<file path="src/rtl/hub_ctrl_regs.sv">
module hub_ctrl_regs #(
  parameter int N_LINKS = 6,
  parameter int ADDR_W  = 24,
  parameter logic [7:0] HUB_REV = 8'h21
) (
  input  logic              clk,
  input  logic              rst_n,
  input  logic              bus_sel,
  input  logic              bus_we,
  input  logic [ADDR_W-1:0] bus_addr,
  input  logic [31:0]       bus_wdata,
  output logic [31:0]       bus_rdata,
  input  logic [N_LINKS-1:0] plug_lvl,
  input  logic [31:0]       err_status,
  input  logic              up_valid,
  input  logic [ADDR_W-1:0] up_addr,
  output logic              fwd_valid,
  output logic              fwd_err,
  output logic [2:0]        fwd_link,
  output logic [18:0]       fwd_offset,
  output logic [N_LINKS-1:0] link_en,
  output logic              poll_en,
  output logic              recov_en,
  output logic              parity_en,
  output logic [9:0]        clk_sel_a,
  output logic [9:0]        clk_sel_b,
  output logic              tmo_sel,
  output logic [31:0]       delay_word,
  output logic [31:0]       rate_word,
  output logic              mchk_en,
  output logic              auto_term,
  output logic              rst_masters,
  output logic              rst_links,
  output logic              rst_regs,
  output logic              clr_parity,
  output logic              brg_gen_rst,
  output logic              brg_err_rst
);
  localparam int WIN_SH = 19;
  localparam int IDX_W  = ADDR_W - WIN_SH;

  localparam logic [ADDR_W-1:0] A_MODE  = ADDR_W'('h000);
  localparam logic [ADDR_W-1:0] A_DLY   = ADDR_W'('h004);
  localparam logic [ADDR_W-1:0] A_RATE  = ADDR_W'('h008);
  localparam logic [ADDR_W-1:0] A_EN    = ADDR_W'('h010);
  localparam logic [ADDR_W-1:0] A_SET   = ADDR_W'('h018);
  localparam logic [ADDR_W-1:0] A_CLR   = ADDR_W'('h020);
  localparam logic [ADDR_W-1:0] A_BAD   = ADDR_W'('h070);
  localparam logic [ADDR_W-1:0] A_VER   = ADDR_W'('h074);
  localparam logic [ADDR_W-1:0] A_PORT  = ADDR_W'('h0D0);
  localparam logic [ADDR_W-1:0] A_BRG   = ADDR_W'('h1D0);
  localparam logic [ADDR_W-1:0] A_ECTL  = ADDR_W'('h2E0);

  function automatic logic [N_LINKS-1:0] to_links(input logic [31:0] w);
    for (int n = 0; n < N_LINKS; n++) to_links[n] = w[31-n];
  endfunction

  function automatic logic [31:0] to_word(input logic [N_LINKS-1:0] l);
    to_word = '0;
    for (int n = 0; n < N_LINKS; n++) to_word[31-n] = l[n];
  endfunction

  logic [31:0] bad_addr;
  logic [31:0] rmux;
  logic [31:0] mode_word;
  logic [N_LINKS-1:0] wmask;

  wire wr = bus_sel && bus_we;
  wire rd = bus_sel && !bus_we;

  assign wmask = to_links(bus_wdata);
  assign mode_word = {poll_en, recov_en, 1'b0, parity_en, clk_sel_a, clk_sel_b, 3'b0, tmo_sel, 4'b0};

  // window decode
  logic [IDX_W-1:0] win_idx, lnk_i;
  logic in_win, impl, en_hit;
  logic [31:0] en_ext;
  assign win_idx = up_addr[ADDR_W-1:WIN_SH];
  assign lnk_i   = win_idx - IDX_W'(1);
  assign in_win  = win_idx != '0;
  assign impl    = lnk_i < IDX_W'(N_LINKS);
  assign en_ext  = 32'(link_en);
  assign en_hit  = impl && en_ext[5'(lnk_i)];
  assign fwd_valid  = up_valid && in_win && en_hit;
  assign fwd_err    = up_valid && in_win && !en_hit;
  assign fwd_link   = lnk_i[2:0];
  assign fwd_offset = up_addr[WIN_SH-1:0];

  always_comb begin
    case (bus_addr)
      A_MODE:  rmux = mode_word;
      A_DLY:   rmux = delay_word;
      A_RATE:  rmux = rate_word;
      A_EN:    rmux = to_word(link_en);
      A_SET:   rmux = to_word(plug_lvl);
      A_BAD:   rmux = bad_addr;
      A_VER:   rmux = {16'h0, 8'(N_LINKS), HUB_REV};
      A_BRG:   rmux = err_status;
      A_ECTL:  rmux = {16'h0, mchk_en, auto_term, 14'h0};
      default: rmux = '0;
    endcase
  end

  always_ff @(posedge clk or negedge rst_n) begin
    if (!rst_n) begin
      bus_rdata <= '0;
      bad_addr <= '0;
      link_en <= '0;
      {poll_en, recov_en, parity_en, tmo_sel} <= '0;
      clk_sel_a <= '0;
      clk_sel_b <= '0;
      delay_word <= '0;
      rate_word <= '0;
      {mchk_en, auto_term} <= '0;
      {rst_masters, rst_links, rst_regs, clr_parity} <= '0;
      {brg_gen_rst, brg_err_rst} <= '0;
    end else begin
      {rst_masters, rst_links, rst_regs, clr_parity} <= '0;
      {brg_gen_rst, brg_err_rst} <= '0;
      if (fwd_err) bad_addr <= 32'(up_addr);
      if (rd) bus_rdata <= rmux;
      if (wr) begin
        case (bus_addr)
          A_MODE: begin
            poll_en   <= bus_wdata[31];
            recov_en  <= bus_wdata[30];
            parity_en <= bus_wdata[28];
            clk_sel_a <= bus_wdata[27:18];
            clk_sel_b <= bus_wdata[17:8];
            tmo_sel   <= bus_wdata[4];
          end
          A_DLY:  delay_word <= bus_wdata;
          A_RATE: rate_word <= bus_wdata;
          A_EN:   link_en <= wmask;
          A_SET:  link_en <= link_en | wmask;
          A_CLR:  link_en <= link_en & ~wmask;
          A_PORT: begin
            rst_masters <= bus_wdata[29];
            rst_links   <= bus_wdata[28];
            rst_regs    <= bus_wdata[27];
            clr_parity  <= bus_wdata[26];
            if (bus_wdata[27]) begin
              link_en <= '0;
              {poll_en, recov_en, parity_en, tmo_sel} <= '0;
              clk_sel_a <= '0;
              clk_sel_b <= '0;
              delay_word <= '0;
              {mchk_en, auto_term} <= '0;
            end
          end
          A_BRG: begin
            brg_gen_rst <= bus_wdata[31];
            brg_err_rst <= bus_wdata[30];
          end
          A_ECTL: begin
            mchk_en   <= bus_wdata[15];
            auto_term <= bus_wdata[14];
          end
          default: ;
        endcase
      end
    end
  end

  assert_regs_pulse_R7: assert property (@(posedge clk) disable iff (!rst_n)
    rst_regs |-> $past(bus_sel && bus_we && bus_addr == A_PORT && bus_wdata[27]));

  assert_set_keeps_R4: assert property (@(posedge clk) disable iff (!rst_n)
    (wr && bus_addr == A_SET) |=> ((link_en & $past(wmask)) == $past(wmask)) && ((link_en | $past(wmask)) == ($past(link_en) | $past(wmask))));

  assert_clr_drops_R5: assert property (@(posedge clk) disable iff (!rst_n)
    (wr && bus_addr == A_CLR) |=> ((link_en & $past(wmask)) == '0));

  assert_regs_wipe_R8: assert property (@(posedge clk) disable iff (!rst_n)
    (wr && bus_addr == A_PORT && bus_wdata[27]) |=> (link_en == '0 && delay_word == '0 && !poll_en && !mchk_en && clk_sel_a == '0));

  assert_fwd_enabled_R11: assert property (@(posedge clk) disable iff (!rst_n)
    fwd_valid |-> (((32'(link_en) >> fwd_link) & 32'd1) != 32'd0));

  assert_bad_latch_R12: assert property (@(posedge clk) disable iff (!rst_n)
    fwd_err |=> (bad_addr == 32'($past(up_addr))));
endmodule

</file>
<file path="config.mk">
export PLATFORM = sky130hd
export DESIGN_NAME = hub_ctrl_regs
export DESIGN_NICKNAME = d
export VERILOG_FILES = /design/src/rtl/hub_ctrl_regs.sv
export SDC_FILE = /design/constraint.sdc
export NUM_CORES = 1
export LEC_CHECK = 0
export BUFFER_PORTS_ARGS = -buffer_cell sky130_fd_sc_hd__buf_2
export CORE_ASPECT_RATIO = 0.9
export CORE_UTILIZATION = 40
export CTS_CLUSTER_DIAMETER = 80
export CTS_CLUSTER_SIZE = 12
export DETAILED_ROUTE_END_ITERATION = 8
export GPL_ROUTABILITY_DRIVEN = 0
export PLACE_DENSITY = 0.74
export SYNTH_ARGS = -nofsm -noshare
export SYNTH_HDL_FRONTEND = slang
export SYNTH_SLANG_ARGS = --single-unit
</file>
<file path="constraint.sdc">
create_clock -name clk -period 2.17 [get_ports clk]
set_clock_uncertainty 0.1 [all_clocks]
set_input_delay 0.1085 -clock clk [delete_from_list [all_inputs] [get_ports clk]]
set_output_delay 0.1085 -clock clk [all_outputs]
set_load 0.1 [all_outputs]
</file>
# ---- Word-level counts from Yosys, hierarchy flattened
# Index checks and enable logic that the tools add are counted.
dict set report word_totals {
  in_bits 123
  regBits 158
  out_inout_bits 158
  wordCells 84
}
dict set report classes {
  n_lt_le_gt_ge 2
  bitwise_logic 3
  add_sub_neg 1
  n_reduce_logical 19
  eq_ne 11
  n_mux 29
}
# operator n
set ops {}
lappend ops {{32-bit case mux with 9 select lines} 1}
lappend ops {{32-bit case mux with 2 select lines} 1}
lappend ops {{24-bit by 5-bit == test with 1-bit output, second input constant} 2}
lappend ops {{24-bit by 7-bit == test with 1-bit output, second input constant} 2}
lappend ops {{10-bit case mux with 2 select lines} 2}
lappend ops {{32-bit 2-to-1 mux} 1}
lappend ops {{24-bit by 10-bit == test with 1-bit output, second input constant} 1}
lappend ops {{24-bit by 3-bit == test with 1-bit output, second input constant} 1}
lappend ops {{24-bit by 4-bit == test with 1-bit output, second input constant} 1}
lappend ops {{24-bit by 6-bit == test with 1-bit output, second input constant} 1}
lappend ops {{24-bit by 8-bit == test with 1-bit output, second input constant} 1}
lappend ops {{24-bit by 9-bit == test with 1-bit output, second input constant} 1}
lappend ops {{24-bit zero test} 1}
lappend ops {{6-bit case mux with 4 select lines} 1}
lappend ops {{1-bit 2-to-1 mux} 14}
lappend ops {{1-bit case mux with 2 select lines} 6}
lappend ops {{3-bit AND reduction} 4}
lappend ops {{10-bit 2-to-1 mux} 1}
lappend ops {{6-bit AND} 1}
lappend ops {{1-bit logical AND} 6}
lappend ops {{5-bit by 6-bit less-than comparator with 1-bit output, second input constant} 1}
lappend ops {{6-bit 2-to-1 mux} 1}
lappend ops {{6-bit NOT} 1}
lappend ops {{6-bit bitwise OR} 1}
lappend ops {{9 further kinds} 12}

# ---- Depth between registers and ports, before layout
dict set report logic_depth {
  ltp_word 6
  ltp_mapped 9
  mapped_depth_nobuf 7
}

# ---- Worst setup path before layout
# OpenSTA, ideal clock, no wires.
dict set report synth_path {
  path_type {input port to output port}
  startpoint {input port up_addr[19]}
  endpoint {output port fwd_valid}
  t_arrival_ns 5.456
  path_slack_ns -3.494
  path_stages 6
  required_ns 1.961
  n_path_buf 1
  cell_sequence {clkbuf_1 -> inv_1 -> ha_1 -> xor2_1 -> o21ai_0 -> nor3b_1}
}
dict set report synth_via {
  elab_chain_cells 5
  word_cells_on_any_way 8
  cone_classes {add/sub: 1; order compare: 1; mux: 2; reduce/logical: 4}
}
# item line
set synth_lines {}
lappend synth_lines {{start, declared} 16} ;# input logic [ADDR_W-1:0] up_addr,
lappend synth_lines {{5-bit by 1-bit subtractor with 5-bit output *} 79} ;# assign lnk_i = win_idx - IDX_W'(1);
lappend synth_lines {{named net fwd_link[0]} 19} ;# output logic [2:0] fwd_link,
lappend synth_lines {{1-bit binary-select mux with 5-bit select} 83} ;# assign en_hit = impl && en_ext[5'(lnk_i)];
lappend synth_lines {{1-bit 2-to-1 mux (not written as such)} 83}
lappend synth_lines {{1-bit logical AND *} 83}
lappend synth_lines {{1-bit logical AND *} 84} ;# assign fwd_valid = up_valid && in_win && en_hit;
lappend synth_lines {{end, declared} 17} ;# output logic fwd_valid,
# Mark *: on every way through the listed nets, which the timed path passes. The rest lies on a longest branch. The select of a mux whose other input is x is not followed.

# ---- Worst setup path in the final report
dict set report layout_path {
  startpoint {register link_en[4]}
  endpoint {output port fwd_valid}
}
dict set report layout_via {
  elab_chain_cells 4
}
# item line
set layout_lines {}
lappend layout_lines {{start, declared} 21} ;# output logic [N_LINKS-1:0] link_en,
lappend layout_lines {{start signal, assigned} 134} ;# A_EN: link_en <= wmask;
lappend layout_lines {{start signal, assigned} 135} ;# A_SET: link_en <= link_en | wmask;
lappend layout_lines {{start signal, assigned} 136} ;# A_CLR: link_en <= link_en & ~wmask;
lappend layout_lines {{1-bit binary-select mux with 5-bit select} 83}
lappend layout_lines {{1-bit 2-to-1 mux (not written as such)} 83}
lappend layout_lines {{1-bit logical AND} 83}
lappend layout_lines {{1-bit logical AND} 84}
# No other way between the ends. The select of a mux whose other input is x is not followed.

==> flow_summary.yaml <==
yosys:
  synthXorXnorAreaFrac_pct: 0.1066
  syn_avg_cell_area_sq_um: 10.55
  yosysSeqAreaShare_pct: 48.12
  synthSimpleGateAreaFrac_pct: 15.38
  synth_warnings: 0
  synth_edf_count: 0
  yosys_register_bits: 158
  postSynth.asyncResetShare_pct: 100.0
  synth_compound_area_share_pct: 12.93
  synth_top_family_by_area: "multiplexers"
  netlist_instances: 779
  synthesis.nets: 903
  synth_top_flop_cell: "dfrtp_1"
  synthDistinctLibCells: 62
  synthMuxAreaShare_pct: 15.94
  synthAdderAreaFrac_pct: 0.1523
  syn-cell-area_sq_mm: 0.008217
hold_path:
  hp-start: "err_status[14]"
  holdPathStages: 4
  hold_class: "primary input to flop"
  hold_end: "bus_rdata[14]"
layout:
  diodes: 0
  utilization_pct: 59.80
  drive_gt1_share_pct: 41.39
  fin_cells: 1451
  final_area_sq_mm: 0.01199
  layout.nets: 1307
  syn_to_final_growth_pct: 45.91
route:
  ant_nets: 0
  first_pass_iters: 5
  dr.first_iter.drc_count: 712
  wl_um: 29900
  wl_per_cell_um: 20.61
  post-route-drc-count: 0
  drt-vias-per-instance: 5.682
  vias: 8244
critical_path:
  ff2ff_path_depth: 7
  worstReg2RegEnd: "bad_addr[8]"
  start_kind: "flop"
  path_class: "flop to primary output"
  cp.arrival_ns: 1.92
  end_kind: "primary output"
  r2r_slack_ns: 0.15
  cp_data_required_time_ns: 1.96
  worstPathMaxFanout: 2
  max_stage_delay_ns: 0.41
  crit_slowest_cell: "dfrtp_1"
  crit-reg2reg-launch: "link_en[4]"
  path_cells: "mux2i_2, nor2_1, a211oi_2, buf_4, nor3b_4, buf_12"
grt:
  use_met2_pct: 46.78
  grt_pass1_vias: 8237
  grtUsageMet3_pct: 6.188
  gr-total-overflow: 0
  grt_max_degree: 62
  grt_use_met1_pct: 36.23
  antenna_found_initial: 0
  grt_use_total_pct: 28.31
  grt_first_pass_wirelength_um: 45440
  grt_busiest_layer: "met2"
placed_design:
  dp.cells: 1334
  numPortBuffers: 280
  detailed_place_hpwl_um: 21000
  place_area_sq_mm: 0.01047
clock_network:
  clock-root-buffer: "clkbuf_16"
  htreeDepth: 4
  cts.sinks: 158
  cts_tree: "built"
  clk_pin_slew_worst_paths_ns: 0.07
  clkLatencyLatePin_ns: 0.43
  cts_buffers: 17
  clockBufferDepth: 2
power:
  ir_drop_mv: 0.4977
  p_leak_nw: 5.766
  power_mw: 8.026
  powerDensity_mw_per_mm2: 669.5
timing:
  setup_viol: 0
  period_share_pct: 97.88
  finalHoldViolCount: 0
  post-route-min-period_ns: 2.124
  setup_tns_ns: 0
  tightest_slew_ns: 0.8019
  slew_viol_final: 0
  slew_headroom_pct: 46.13
  max_clock_freq_ghz: 0.4708
  rsz0062_at_grt: "no"
floorplan:
  die_w_um: 153.1
  core-area_sq_mm: 0.02005
  die_h_um: 138.0
  start_util_pct: 40.98
  num_rows: 49
  die_area_sq_mm: 0.02112
  io_pins: 281
outcome:
  status: "finished clean"
job:
  maxCapViolCount: 0
==> worst max path at each step <==
stage	slack [ns]	from	endpoint	cells past startpoint
global route	0.002	link_en[4]	fwd_valid	6
CTS	0.02	link_en[4]	fwd_err	6
finish	0.05	link_en[4]	fwd_valid	6
floorplan	-0.83	up_addr[19]	fwd_err	9
detailed placement	-0.16	up_addr[20]	bad_addr[14]	9
global placement	-0.10	up_addr[20]	bad_addr[10]	9
==> area by class of cell <==
cell class / count / area (sq um)
clock buffers: 18 / 439.2
clock inverters: 14 / 182.7
fillers: 1656 / 8059
inverters: 62 / 244.0
multi-input cells: 494 / 3811
flip-flops and latches: 158 / 3954
well taps: 255 / 319.1
repair buffers: 450 / 3039
==> critical path: cells and delay by family, from the launching register on <==
kind,cells,cell delay (ns)
flops,1,0.41
buf+inv,2,0.35
compound gates,1,0.30
mux,1,0.27
simple gates,2,0.14
==> cells in the mapped netlist, drive strengths merged, types with 4 or more instances <==
cell / count / area (sq um)
a2111oi: 4 / 35.03
a211oi: 7 / 52.55
a21o: 5 / 37.54
a21oi: 25 / 147.6
a221oi: 10 / 87.58
a22o: 5 / 43.79
a22oi: 35 / 262.8
a31oi: 19 / 118.9
and2: 4 / 25.02
and3: 9 / 56.30
buf: 38 / 271.5
clkbuf: 27 / 101.4
dfrtp: 158 / 3954
inv: 61 / 229.0
mux2: 63 / 709.4
mux2i: 60 / 600.6
nand2: 38 / 142.6
nand3: 7 / 35.03
nand4: 16 / 112.6
nor2: 47 / 176.4
nor2b: 4 / 25.02
nor3: 42 / 210.2
nor4: 27 / 276.5
o21ai: 19 / 98.84
==> report_power, final <==
group | switching [mW] | total, mW | internal, mW | leakage [nW]
Clock | 1.35 | 3.22 | 1.87 | 0.300
Sequential | 0.0768 | 3.15 | 3.07 | 1.87
Combinational | 1.18 | 1.66 | 0.472 | 3.60
==> flip-flops by register name, summed over array words and instances, names as in the netlist <==
register     cells
rst_masters      1
bad_addr        24
rst_regs         1
mchk_en          1
bus_rdata       32
recov_en         1
tmo_sel          1
clr_parity       1
clk_sel_b       10
parity_en        1
brg_gen_rst      1
brg_err_rst      1
auto_term        1
clk_sel_a       10
link_en          6
poll_en          1
rst_links        1
rate_word       32
delay_word      32
==> placed cells by master (no fill, tap or decap), types with 23 or more instances in the layout <==
cell             n
dfrtp_1        158
nor3_1          41
buf_2          276
dlygate4sd3_1   84
mux2_2          56
mux2i_1         59
inv_1           58
nor2_1          47
buf_4           77
a22oi_1         35
a21oi_1         23
nand2_1         38
==> layer usage <==
layer / vias to the layer above / routed length (um)
li1: 3645 / -
met1: 4069 / 12470
met2: 451 / 14370
met3: 79 / 2152
met4: 0 / 907
met5: - / 0
==> timing repair <==
| item | in CTS | in global routing |
|---|---|---|
| pin swaps | 3 | 1 |
| endpoints found under the setup margin | 1 | 13 |
| buffers inserted | 1 | 1 |
| gates cloned | 0 | 0 |
| hold buffers | 84 | 0 |
| hold endpoints to repair | 305 | 0 |
| gates resized for setup | 6 | 3 |
==> stage by stage <==
step	worst slack [ns]	hold slack, ns
after global routing	0.001660	0.05677
after global placement	-0.1049	-0.04369
final	0.04608	0.03811
after CTS	0.02122	0.01664
after detailed placement	-0.1581	-0.03308
after floorplan	-0.8343	-0.2871
==> cells by family after synthesis <==
group,after synthesis
adder cells (fa/ha/maj),1
AO/OA/AOI/OAI,149
buffers and inverters,127
flip-flops,158
XOR/XNOR,1
AND/OR/NAND/NOR,220
multiplexers,123
Power figures use the tool's default switching activity.
